File: src/rtl/cpu_rstseq_pkg.sv
package cpu_rstseq_pkg;

  localparam int unsigned DEF_SYNC_STAGES = 2;
  localparam int unsigned DEF_MIN_LOW     = 3;
  localparam int unsigned DEF_NUM_IRQ     = 5;
  localparam int unsigned DEF_NMI_IDX     = 0;

  // Width needed to hold a count from 0 up to lim inclusive.
  function automatic int unsigned cnt_width(input int unsigned lim);
    return (lim < 1) ? 1 : $clog2(lim + 1);
  endfunction

  // Saturating increment used by the low-time counter.
  function automatic int unsigned sat_inc(input int unsigned cur, input int unsigned lim);
    return (cur >= lim) ? lim : cur + 1;
  endfunction

endpackage

File: src/rtl/cpu_rstseq_sync.sv
module cpu_rstseq_sync #(
  parameter int unsigned STAGES = 2
) (
  input  logic clk,
  input  logic d_i,
  output logic q_o
);

  logic [STAGES-1:0] chain_q;

  for (genvar g = 0; g < STAGES; g++) begin : g_stage
    if (g == 0) begin : g_first
      always_ff @(posedge clk) chain_q[g] <= d_i;
    end else begin : g_next
      always_ff @(posedge clk) chain_q[g] <= chain_q[g-1];
    end
  end

  assign q_o = chain_q[STAGES-1];

endmodule

File: src/rtl/cpu_rstseq_qual.sv
module cpu_rstseq_qual
  import cpu_rstseq_pkg::*;
#(
  parameter int unsigned MIN_LOW = DEF_MIN_LOW,
  localparam int unsigned CW     = cnt_width(MIN_LOW)
) (
  input  logic          clk,
  input  logic          sync_low_i,
  output logic [CW-1:0] low_cnt_o,
  output logic          qualified_o
);

  logic [CW-1:0] cnt_q;
  logic [CW-1:0] cnt_next;
  logic          qual_q;

  always_comb begin
    if (sync_low_i) cnt_next = CW'(sat_inc(32'(cnt_q), MIN_LOW));
    else            cnt_next = '0;
  end

  always_ff @(posedge clk) begin
    cnt_q  <= cnt_next;
    qual_q <= sync_low_i && (cnt_next == CW'(MIN_LOW));
  end

  assign low_cnt_o   = cnt_q;
  assign qualified_o = qual_q;

endmodule

File: src/rtl/cpu_rstseq_ctrl.sv
module cpu_rstseq_ctrl #(
  parameter int unsigned NUM_IRQ = 5,
  parameter int unsigned NMI_IDX = 0
) (
  input  logic               clk,
  input  logic               active_i,
  output logic               periph_rst_o,
  output logic               core_pulse_o,
  output logic               pc_clr_o,
  output logic               ir_clr_o,
  output logic [NUM_IRQ-1:0] irq_en_clr_o,
  output logic               sod_dis_o,
  output logic               bus_float_o
);

  logic active_d;

  always_ff @(posedge clk) active_d <= active_i;

  assign periph_rst_o = active_i;
  assign core_pulse_o = active_i && !active_d;
  assign pc_clr_o     = active_i;
  assign ir_clr_o     = active_i;
  assign sod_dis_o    = active_i;
  assign bus_float_o  = active_i;

  for (genvar g = 0; g < NUM_IRQ; g++) begin : g_irq
    if (g == NMI_IDX) begin : g_nmi
      assign irq_en_clr_o[g] = 1'b0;
    end else begin : g_mask
      assign irq_en_clr_o[g] = active_i;
    end
  end

endmodule

File: src/rtl/cpu_reset_seq.sv
module cpu_reset_seq
  import cpu_rstseq_pkg::*;
#(
  parameter int unsigned SYNC_STAGES = DEF_SYNC_STAGES,
  parameter int unsigned MIN_LOW     = DEF_MIN_LOW,
  parameter int unsigned NUM_IRQ     = DEF_NUM_IRQ,
  parameter int unsigned NMI_IDX     = DEF_NMI_IDX
) (
  input  logic               clk,
  input  logic               rst_pin_n,
  output logic               periph_rst_o,
  output logic               core_rst_pulse_o,
  output logic               pc_clr_o,
  output logic               ir_clr_o,
  output logic [NUM_IRQ-1:0] irq_en_clr_o,
  output logic               sod_dis_o,
  output logic               bus_float_o
);

  localparam int unsigned CW = cnt_width(MIN_LOW);

  logic          sync_high;
  logic          sync_low;
  logic [CW-1:0] low_cnt;
  logic          qualified;

  cpu_rstseq_sync #(.STAGES(SYNC_STAGES)) sync_i (
    .clk (clk),
    .d_i (rst_pin_n),
    .q_o (sync_high)
  );

  assign sync_low = !sync_high;

  cpu_rstseq_qual #(.MIN_LOW(MIN_LOW)) qual_i (
    .clk         (clk),
    .sync_low_i  (sync_low),
    .low_cnt_o   (low_cnt),
    .qualified_o (qualified)
  );

  cpu_rstseq_ctrl #(.NUM_IRQ(NUM_IRQ), .NMI_IDX(NMI_IDX)) ctrl_i (
    .clk          (clk),
    .active_i     (qualified),
    .periph_rst_o (periph_rst_o),
    .core_pulse_o (core_rst_pulse_o),
    .pc_clr_o     (pc_clr_o),
    .ir_clr_o     (ir_clr_o),
    .irq_en_clr_o (irq_en_clr_o),
    .sod_dis_o    (sod_dis_o),
    .bus_float_o  (bus_float_o)
  );

endmodule

File: config.mk
export PLATFORM = sky130hd
export DESIGN_NAME = cpu_reset_seq
export DESIGN_NICKNAME = d
export VERILOG_FILES = /design/src/rtl/cpu_rstseq_pkg.sv /design/src/rtl/cpu_rstseq_sync.sv /design/src/rtl/cpu_rstseq_qual.sv /design/src/rtl/cpu_rstseq_ctrl.sv /design/src/rtl/cpu_reset_seq.sv
export SDC_FILE = /design/constraint.sdc
export NUM_CORES = 1
export LEC_CHECK = 0
export ABC_AREA = 0
export BUFFER_PORTS_ARGS = -buffer_cell sky130_fd_sc_hd__buf_2
export CORE_AREA = 10 10 47 49
export CTS_CLUSTER_SIZE = 10
export DETAILED_ROUTE_END_ITERATION = 7
export DIE_AREA = 0 0 57 59
export PLACE_DENSITY = 0.5
export SYNTH_ARGS = -nofsm -noshare
export SYNTH_HDL_FRONTEND = slang
export SYNTH_SLANG_ARGS = --single-unit
File: constraint.sdc
create_clock -name clk -period 0.8 [get_ports clk]
set_clock_uncertainty 0.2 [all_clocks]
set_input_delay 0.12 -clock clk [delete_from_list [all_inputs] [get_ports clk]]
set_output_delay 0.12 -clock clk [all_outputs]
set_load 0.01 [all_outputs]
* After elaboration in Yosys (flattened, before gate mapping)
Index checks and enable logic that the tools add are counted.
** Word-level totals
- Register bits after elaboration :: 6
- Word-level logic and storage cells :: 14
** Cells by class
- Add/subtract/negate cells :: 1
- Magnitude comparators :: 1
- Equality and inequality tests :: 1
- Mux-type cells :: 2
- Reductions and logical operators :: 4
** Operators with widths (count)
- $mux 2 :: 2
- $add 2x1->2 const B :: 1
- $eq 2x2->1 const B :: 1
- $ge 2x2->1 const B :: 1
- $logic_and 1x1->1 :: 2
- $logic_not 1->1 :: 2

* Longest topological paths before layout
Gate-level depths: netlist of run 1.
- Word-level depth :: 5
- Mapped depth :: 2
- Mapped depth without buffers :: 2

* By module
From an unflattened synthesis of run 1, not the netlist that was laid out.
** Unflattened totals
- Cells, all modules :: 23
- Area, all modules :: 242.7 µm²
** By module, submodules not included
- cpu_rstseq_ctrl :: instances 1, cells an instance 13, area an instance 112.6 µm², seq. area each 20.0 µm²
- cpu_rstseq_qual :: instances 1, cells an instance 7, area an instance 86.3 µm², seq. area each 60.1 µm²
- cpu_rstseq_sync :: instances 1, cells an instance 2, area an instance 40.0 µm², seq. area each 40.0 µm²
- cpu_reset_seq :: instances 1, cells an instance 1, area an instance 3.8 µm², seq. area each 0.0 µm²

* Worst setup path after synthesis of run 1
No wires, ideal clock.
- Kind :: register to output
- Start point :: reg qual_i.qual_q, in the netlist qual_i.qualified_o
- End point :: out core_rst_pulse_o
- Data arrival time :: 749 ps
- Data required time :: 480 ps
- Slack :: -269 ps
- Stages on the path, launching flop included :: 2
- Cell sequence :: dfxtp_1 -> nor2b_1
** On the way
- Longest elaborated chain between the ends :: 1
** RTL lines
- start: declaration :: RTL line cpu_rstseq_qual.sv:15 : logic qual_q;
- start signal: assignment :: RTL line cpu_rstseq_qual.sv:24 : qual_q <= sync_low_i && (cnt_next == CW'(MIN_LOW));
- $logic_and 1x1->1 :: RTL line cpu_rstseq_ctrl.sv:21 : assign core_pulse_o = active_i && !active_d;
- end: declaration :: RTL line cpu_reset_seq.sv:12 : output logic core_rst_pulse_o,
Every way passes these cells.

* Worst setup path after layout of run 1
- Start point :: reg qual_i.qual_q, in the netlist qual_i.qualified_o
- End point :: out irq_en_clr_o[3]
** RTL lines
- end: declaration :: RTL line cpu_reset_seq.sv:15 : output logic [NUM_IRQ-1:0] irq_en_clr_o,
No word-level cell between the ends.

==> qor.txt, run 1 <==
==========================================================================================
Outcome                                                                       finished with violations
Violated checks                                                               hold timing, setup timing
Top cell type's share of synthesized area                                           54.24%
Worst-Skew Late Latency                                                             250 ps
TritonCTS clock tree                                                                   yes
Number of clock buffers inserted by TritonCTS                                            3
Worst min-delay path class                                                          in2reg
Fmax                                                                            0.8508 GHz
Hold slack final                                                                 -222.2 ps
Endpoints failing hold                                                                   1
Worst setup SP type                                                               register
Sum of routed wire segments on met1                                                 129 um
Fin crit share                                                                      146.9%
Detailed-router iteration count before antenna repair                                    1
Slew Limit Fails                                                                         0
Routed wire length on met3                                                          118 um
Library cell with the largest summed area after synthesis                     sky130_fd_sc_hd__dfxtp_1
Num rows                                                                                14
Total congestion overflow                                                                0
Number of nets at the end of the flow                                                   32
Final critical path time including I/O delays and setup                            1175 ps
Avg Vias per Cell                                                                    3.244
Mean routed wirelength per cell                                                   9.111 um
Power, Total                                                                     0.7543 mW
Layout cell share with drive strength beyond 1                                      65.52%
Maximum number of pins on one net before global-route repair                            10
Area of the mapped netlist                                                       221.5 um2
Boundary Pins                                                                           13
IO Port Bufs                                                                            11
Area of the core region                                                           1401 um2
Count of unresolved DRC violations after routing                                         0
Biggest area contributors in the synthesized netlist                          sky130_fd_sc_hd__dfxtp_1 54%, sky130_fd_sc_hd__buf_4 31%, sky130_fd_sc_hd__nor2_1 5.1%
Class of the most critical setup path                                              reg2out
Number of vias in the routed layout                                                    146
CP Data Required Time                                                               480 ps
Worst path setup slack after routing                                             -375.4 ps
Power Dens Cells                                                               2153 nW/um2
Leakage Power                                                                    0.1581 nW
Part of the Yosys area used for sequential elements                                 54.24%
Launching element of the worst setup path                                     qual_i.qualified_o
Total global routing track utilization                                              2.868%
Sum of routed wire length over all layers                                           410 um
Area delta synth->final                                                             58.19%
Final core occ                                                                      25.00%
Worst hold start                                                                 rst_pin_n
Top Layer Used                                                                        met3
Die Width                                                                            57 um
Fill cell total of the finished layout                                                 152
Antenna fix cells                                                                        0
R2R Path Start                                                                qual_i.low_cnt_o[0]
Die Y-Extent                                                                         59 um
Initial antenna violation count                                                          0
Critical R2R Capture                                                          qual_i.low_cnt_o[1]
Starting utilization of the core area                                               15.80%
Clock root buffer                                                             sky130_fd_sc_hd__clkbuf_4
Clock tree sinks                                                                         6
Capturing instance or port of the critical path                               irq_en_clr_o[3]
Reg-to-reg slack, setup                                                              40 ps
Syn avg cell area                                                                10.07 um2
Crit-path max FO                                                                         9
Detailed-routed wire length on met2                                                 162 um
Highest ir drop seen on vdd                                                      0.6648 mV
Detail Route Antenna Nets                                                                0
Number of standard cells after synthesis                                                22
Detailed router's first-iteration violation count                                        0
Count of H-tree levels built during CTS                                                  1
Yosys warnings                                                                           0
Worst setup EP type                                                             output pin
Depth of the most critical reg-to-reg path                                               2
Post-synth net total                                                                    24
Die Area                                                                          3363 um2
Commonest non-fill, non-tap cells in the layout                               10 x sky130_fd_sc_hd__buf_6, 4 x sky130_fd_sc_hd__dfxtp_1, 3 x sky130_fd_sc_hd__nor2_1, 3 x sky130_fd_sc_hd__clkbuf_4
Commonest non-fill, non-tap cell in the layout                                sky130_fd_sc_hd__buf_6
Clock edge transition at the registers on the reported setup and hold paths          50 ps
Reported max-cap violation count                                                         0
Routability-driven placement congestion ratio                                       0.4936
Final setup violation count                                                             10
Vias in the first global route                                                         150
RSZ-0062 raised after global routing                                                   yes
CTS Buffer Depth                                                                         2
Number of storage elements in the synthesis netlist                                      6
Library cells used by synthesis                                                          7
Global-route wire length before repair                                              655 um
Arrival time reported for the critical path endpoint                                860 ps
==========================================================================================
==> through the flow <==
step | instance area [um2] | setup slack, ps | setup TNS, ps | instances
6_report | 350.3 | -375.4 | -3736 | 45
5_1_grt | 350.3 | -407.7 | -4072 | 45
4_1_cts | 349.1 | -390.8 | -3895 | 45
3_5_place_dp | 240.2 | -146.8 | -383.6 | 40
3_3_place_gp | 240.2 | -142.0 | -257.5 | 40
2_1_floorplan | 232.7 | -69.88 | -304.6 | 22
==> worst max-delay path, stage by stage, from the launching register on <==
cell,delay (ps)
sky130_fd_sc_hd__dfxtp_4,350
sky130_fd_sc_hd__buf_12,140
sky130_fd_sc_hd__buf_6,120
==> state kept, by name, summed over array words and instances, names as in the netlist <==
signal,flops
sync_i.q_o,1
qual_i.low_cnt_o,2
qual_i.qualified_o,1
ctrl_i.active_d,1
sync_i.chain_q,1
==> Yosys cell counts <==
cell type / count
sky130_fd_sc_hd__buf_4: 9
sky130_fd_sc_hd__dfxtp_1: 6
sky130_fd_sc_hd__a21oi_2: 1
sky130_fd_sc_hd__conb_1: 1
sky130_fd_sc_hd__inv_1: 1
sky130_fd_sc_hd__nor2_1: 3
sky130_fd_sc_hd__nor2b_1: 1
==> metal layers <==
| layer | global-route usage (%) | up-vias |
|---|---|---|
| met5 | 0 | - |
| met4 | 2.013 | 0 |
| met3 | 5.365 | 0 |
| met2 | 3.256 | 14 |
| met1 | 1.689 | 64 |
| li1 | - | 68 |
==> worst min path at each step <==
stage | end | depth (start not counted) | slack (ps)
after global routing | sync_i.chain_q[0] | 1 | -230
final | sync_i.chain_q[0] | 1 | -220
after CTS | sync_i.chain_q[0] | 1 | -230
after global placement | sync_i.chain_q[0] | 1 | 20
after floorplan | sync_i.chain_q[0] | 0 | -50
after detailed placement | sync_i.chain_q[0] | 1 | 20
==> kinds of logic (layout without fill, tap and decap cells) <==
group                  Yosys count  count (layout)  share of synthesized area (%)
DFF                              6               6                          54.24
other                            1               1                          1.693
buffers and inverters           10              17                          32.20
AOI/OAI and AO/OA                1               1                          3.956
and+or+nand+nor                  4               4                          7.911
==> power by group <==
part	internal [mW]	switching [mW]	leakage [nW]
clock	0.189	0.114	0.0150
sequential	0.320	0.0133	0.0509
combinational	0.0719	0.0460	0.0922
==> what timing repair did <==
| item | 4_1_cts | 5_1_grt |
|---|---|---|
| setup buffers | 1 | 0 |
| gates resized for setup | 10 | 1 |
| cloned | 0 | 0 |
| endpoints found under the hold margin | 1 | 1 |
| setup endpoints to repair | 10 | 11 |
| pin swaps | 0 | 1 |
==> layout make-up <==
class                           count  area (um2)  share of cell area, %
Tap cell                           16       20.02                  5.714
Inverter                            1       3.754                  1.071
Clock buffer                        4       26.28                  7.500
Multi-Input combinational cell      6       37.54                  10.71
Timing Repair Buffer               12       137.6                  39.29
Sequential cell                     6       125.1                  35.71
(Power assumes the default switching activity.)
==> inputs of run 2 (changes only) <==
--- a/config.mk
+++ b/config.mk
@@ -6,12 +6,12 @@
 export NUM_CORES = 1
 export LEC_CHECK = 0
 export ABC_AREA = 0
-export BUFFER_PORTS_ARGS = -buffer_cell sky130_fd_sc_hd__buf_2
 export CORE_AREA = 10 10 47 49
 export CTS_CLUSTER_SIZE = 10
 export DETAILED_ROUTE_END_ITERATION = 7
 export DIE_AREA = 0 0 57 59
-export PLACE_DENSITY = 0.5
+export DONT_BUFFER_PORTS = 1
+export PLACE_DENSITY = 0.41
 export SYNTH_ARGS = -nofsm -noshare
 export SYNTH_HDL_FRONTEND = slang
 export SYNTH_SLANG_ARGS = --single-unit
==> run 2 against run 1 <==
The flow finishes with violations (setup timing). Setup slack improved by 89 ps. Cell count down 22%. Non-clock buffer count shrank 10. Critical path type unchanged. Critical endpoint is now pc_clr_o. Largest cell class is now flip-flops and latches. Highest routed layer is now met4.
==> qor.txt, run 2 (synthesis results as in run 1) <==
==========================================================================================
Count of unresolved DRC violations after routing                                         0
Terminating pin of the worst hold path                                          sync_i.q_o
Count of H-tree levels built during CTS                                                  1
Sequence of cells on the critical path                                              buf_12
Highest ir drop seen on vdd                                                      0.8181 mV
Final setup violation count                                                             11
Reported max-cap violation count                                                         0
Worst setup EP type                                                             output pin
Violated checks                                                               setup timing
Power Dens Cells                                                               2855 nW/um2
Area after DPL                                                                   205.2 um2
Clock edge transition at the registers on the reported setup and hold paths          50 ps
Maximum number of pins on one net before global-route repair                            11
Clock tree sinks                                                                         6
Antenna fix cells                                                                        0
Mean routed wirelength per cell                                                   8.200 um
Flip-flop count of the largest register, all copies and words added                      2
Die Y-Extent                                                                         59 um
Arrival time reported for the critical path endpoint                                770 ps
Avg Vias per Cell                                                                    3.171
Commonest non-fill, non-tap cells in the layout                               4 x sky130_fd_sc_hd__dfxtp_1, 3 x sky130_fd_sc_hd__nor2_1, 3 x sky130_fd_sc_hd__clkbuf_4
Number of clock buffers inserted by TritonCTS                                            3
Global-route wire length before repair                                              434 um
Crit-path max FO                                                                        10
Cell with the largest stage delay on the worst path                           sky130_fd_sc_hd__dfxtp_4
Worst path setup slack after routing                                             -286.4 ps
Die Area                                                                          3363 um2
Detail Route Antenna Nets                                                                0
Hold slack final                                                                  122.5 ps
Num rows                                                                                14
CTS Buffer Depth                                                                         2
Die Width                                                                            57 um
Half-perimeter wire length after placement                                        197.2 um
Endpoints failing hold                                                                   0
Launching element of the worst setup path                                     qual_i.qualified_o
Number of vias in the routed layout                                                    111
RSZ-0062 raised after global routing                                                   yes
Total congestion overflow                                                                0
Slew Limit Fails                                                                         0
Detailed-router iteration count before antenna repair                                    4
Outcome                                                                       finished with violations
Total global routing track utilization                                              2.161%
Worst hold path depth                                                                    0
CP Data Required Time                                                               480 ps
Worst setup SP type                                                               register
Reg-to-reg slack, setup                                                             -20 ps
Sum of routed wire length over all layers                                           287 um
Class of the most critical setup path                                              reg2out
Boundary Pins                                                                           13
Clock root buffer                                                             sky130_fd_sc_hd__clkbuf_4
Routability-driven placement congestion ratio                                       0.5841
Fin crit share                                                                      135.8%
R2R Path Start                                                                qual_i.qualified_o
Depth of the most critical reg-to-reg path                                               1
IO Port Bufs                                                                             0
CP max stage delay                                                                  350 ps
Detailed router's first-iteration violation count                                        3
TritonCTS clock tree                                                                   yes
Vias in the first global route                                                         105
Initial antenna violation count                                                          0
Critical path's top delay family                                                flip-flops
Number of nets at the end of the flow                                                   22
Critical R2R Capture                                                          ctrl_i.active_d
Area of the core region                                                           1401 um2
Area delta synth->final                                                             9.605%
Worst min-delay path class                                                         reg2reg
Final critical path time including I/O delays and setup                            1086 ps
Worst hold start                                                              sync_i.chain_q[0]
Leakage Power                                                                   0.09698 nW
Commonest non-fill, non-tap cell in the layout                                sky130_fd_sc_hd__dfxtp_1
Summed area of non-filler cells in the final layout                              242.7 um2
Starting utilization of the core area                                               15.80%
Crit path buf inv count                                                                  1
Fmax                                                                            0.9205 GHz
Worst-Skew Late Latency                                                             250 ps
Layout cell share with drive strength beyond 1                                      42.11%
Post-CTS Setup Bufs                                                                      0
==========================================================================================
[run 2: cell count changes in the layout (fill, tap and decap cells not counted)]
cell and delta:
sky130_fd_sc_hd__buf_6 -10, sky130_fd_sc_hd__buf_2 -1, sky130_fd_sc_hd__dlygate4sd3_1 +1
[run 2: cell type report]
| cell class | count | area, um2 |
|---|---|---|
| well taps | 16 | 20.02 |
| repair buffers | 2 | 30.03 |
| clock buffers | 4 | 26.28 |
| multi-input cells | 6 | 37.54 |
| inverters | 1 | 3.754 |
| flip-flops and latches | 6 | 125.1 |
| fillers | 155 | 1159 |
[run 2: metrics by stage]
step	util (%)	setup TNS [ps]	cells	worst slack, ps	total power [mW]
floorplan	-	-304.6	22	-69.88	0.4064
global placement	14.64	-229.4	30	-21.48	0.3888
detailed placement	14.64	-204.3	30	-19.18	0.3913
CTS	17.32	-3063	35	-303.9	0.7140
global route	17.32	-3237	35	-320.4	0.7337
finish	17.32	-2880	35	-286.4	0.6930
[run 2: metal layers]
| metal | up-vias | GRT usage, % | share of wire (%) |
|---|---|---|---|
| li1 | 49 | - | - |
| met1 | 45 | 1.663 | 43 |
| met2 | 15 | 1.705 | 35 |
| met3 | 2 | 4.077 | 20 |
| met4 | 0 | 2.013 | 1.4 |
| met5 | - | 0 | 0 |
[run 2: how the worst max path moves through the flow]
stage                             to  depth (start not counted)
floorplan           core_rst_pulse_o                          1
global placement            ir_clr_o                          1
detailed placement          pc_clr_o                          1
CTS                         pc_clr_o                          1
global route         irq_en_clr_o[4]                          1
finish                      pc_clr_o                          1
[run 2: timing repair]
action / CTS / global route
gates resized for setup: 1 / 0
endpoints found under the setup margin: 12 / 11
endpoints found under the hold margin: 1 / 0
hold buffers: 1 / 0
gates cloned: 0 / 0
[run 2: power breakdown]
group | internal [mW] | switching (mW)
combinational | 0.0238 | 0.0334
sequential | 0.320 | 0.0129
clock | 0.189 | 0.114
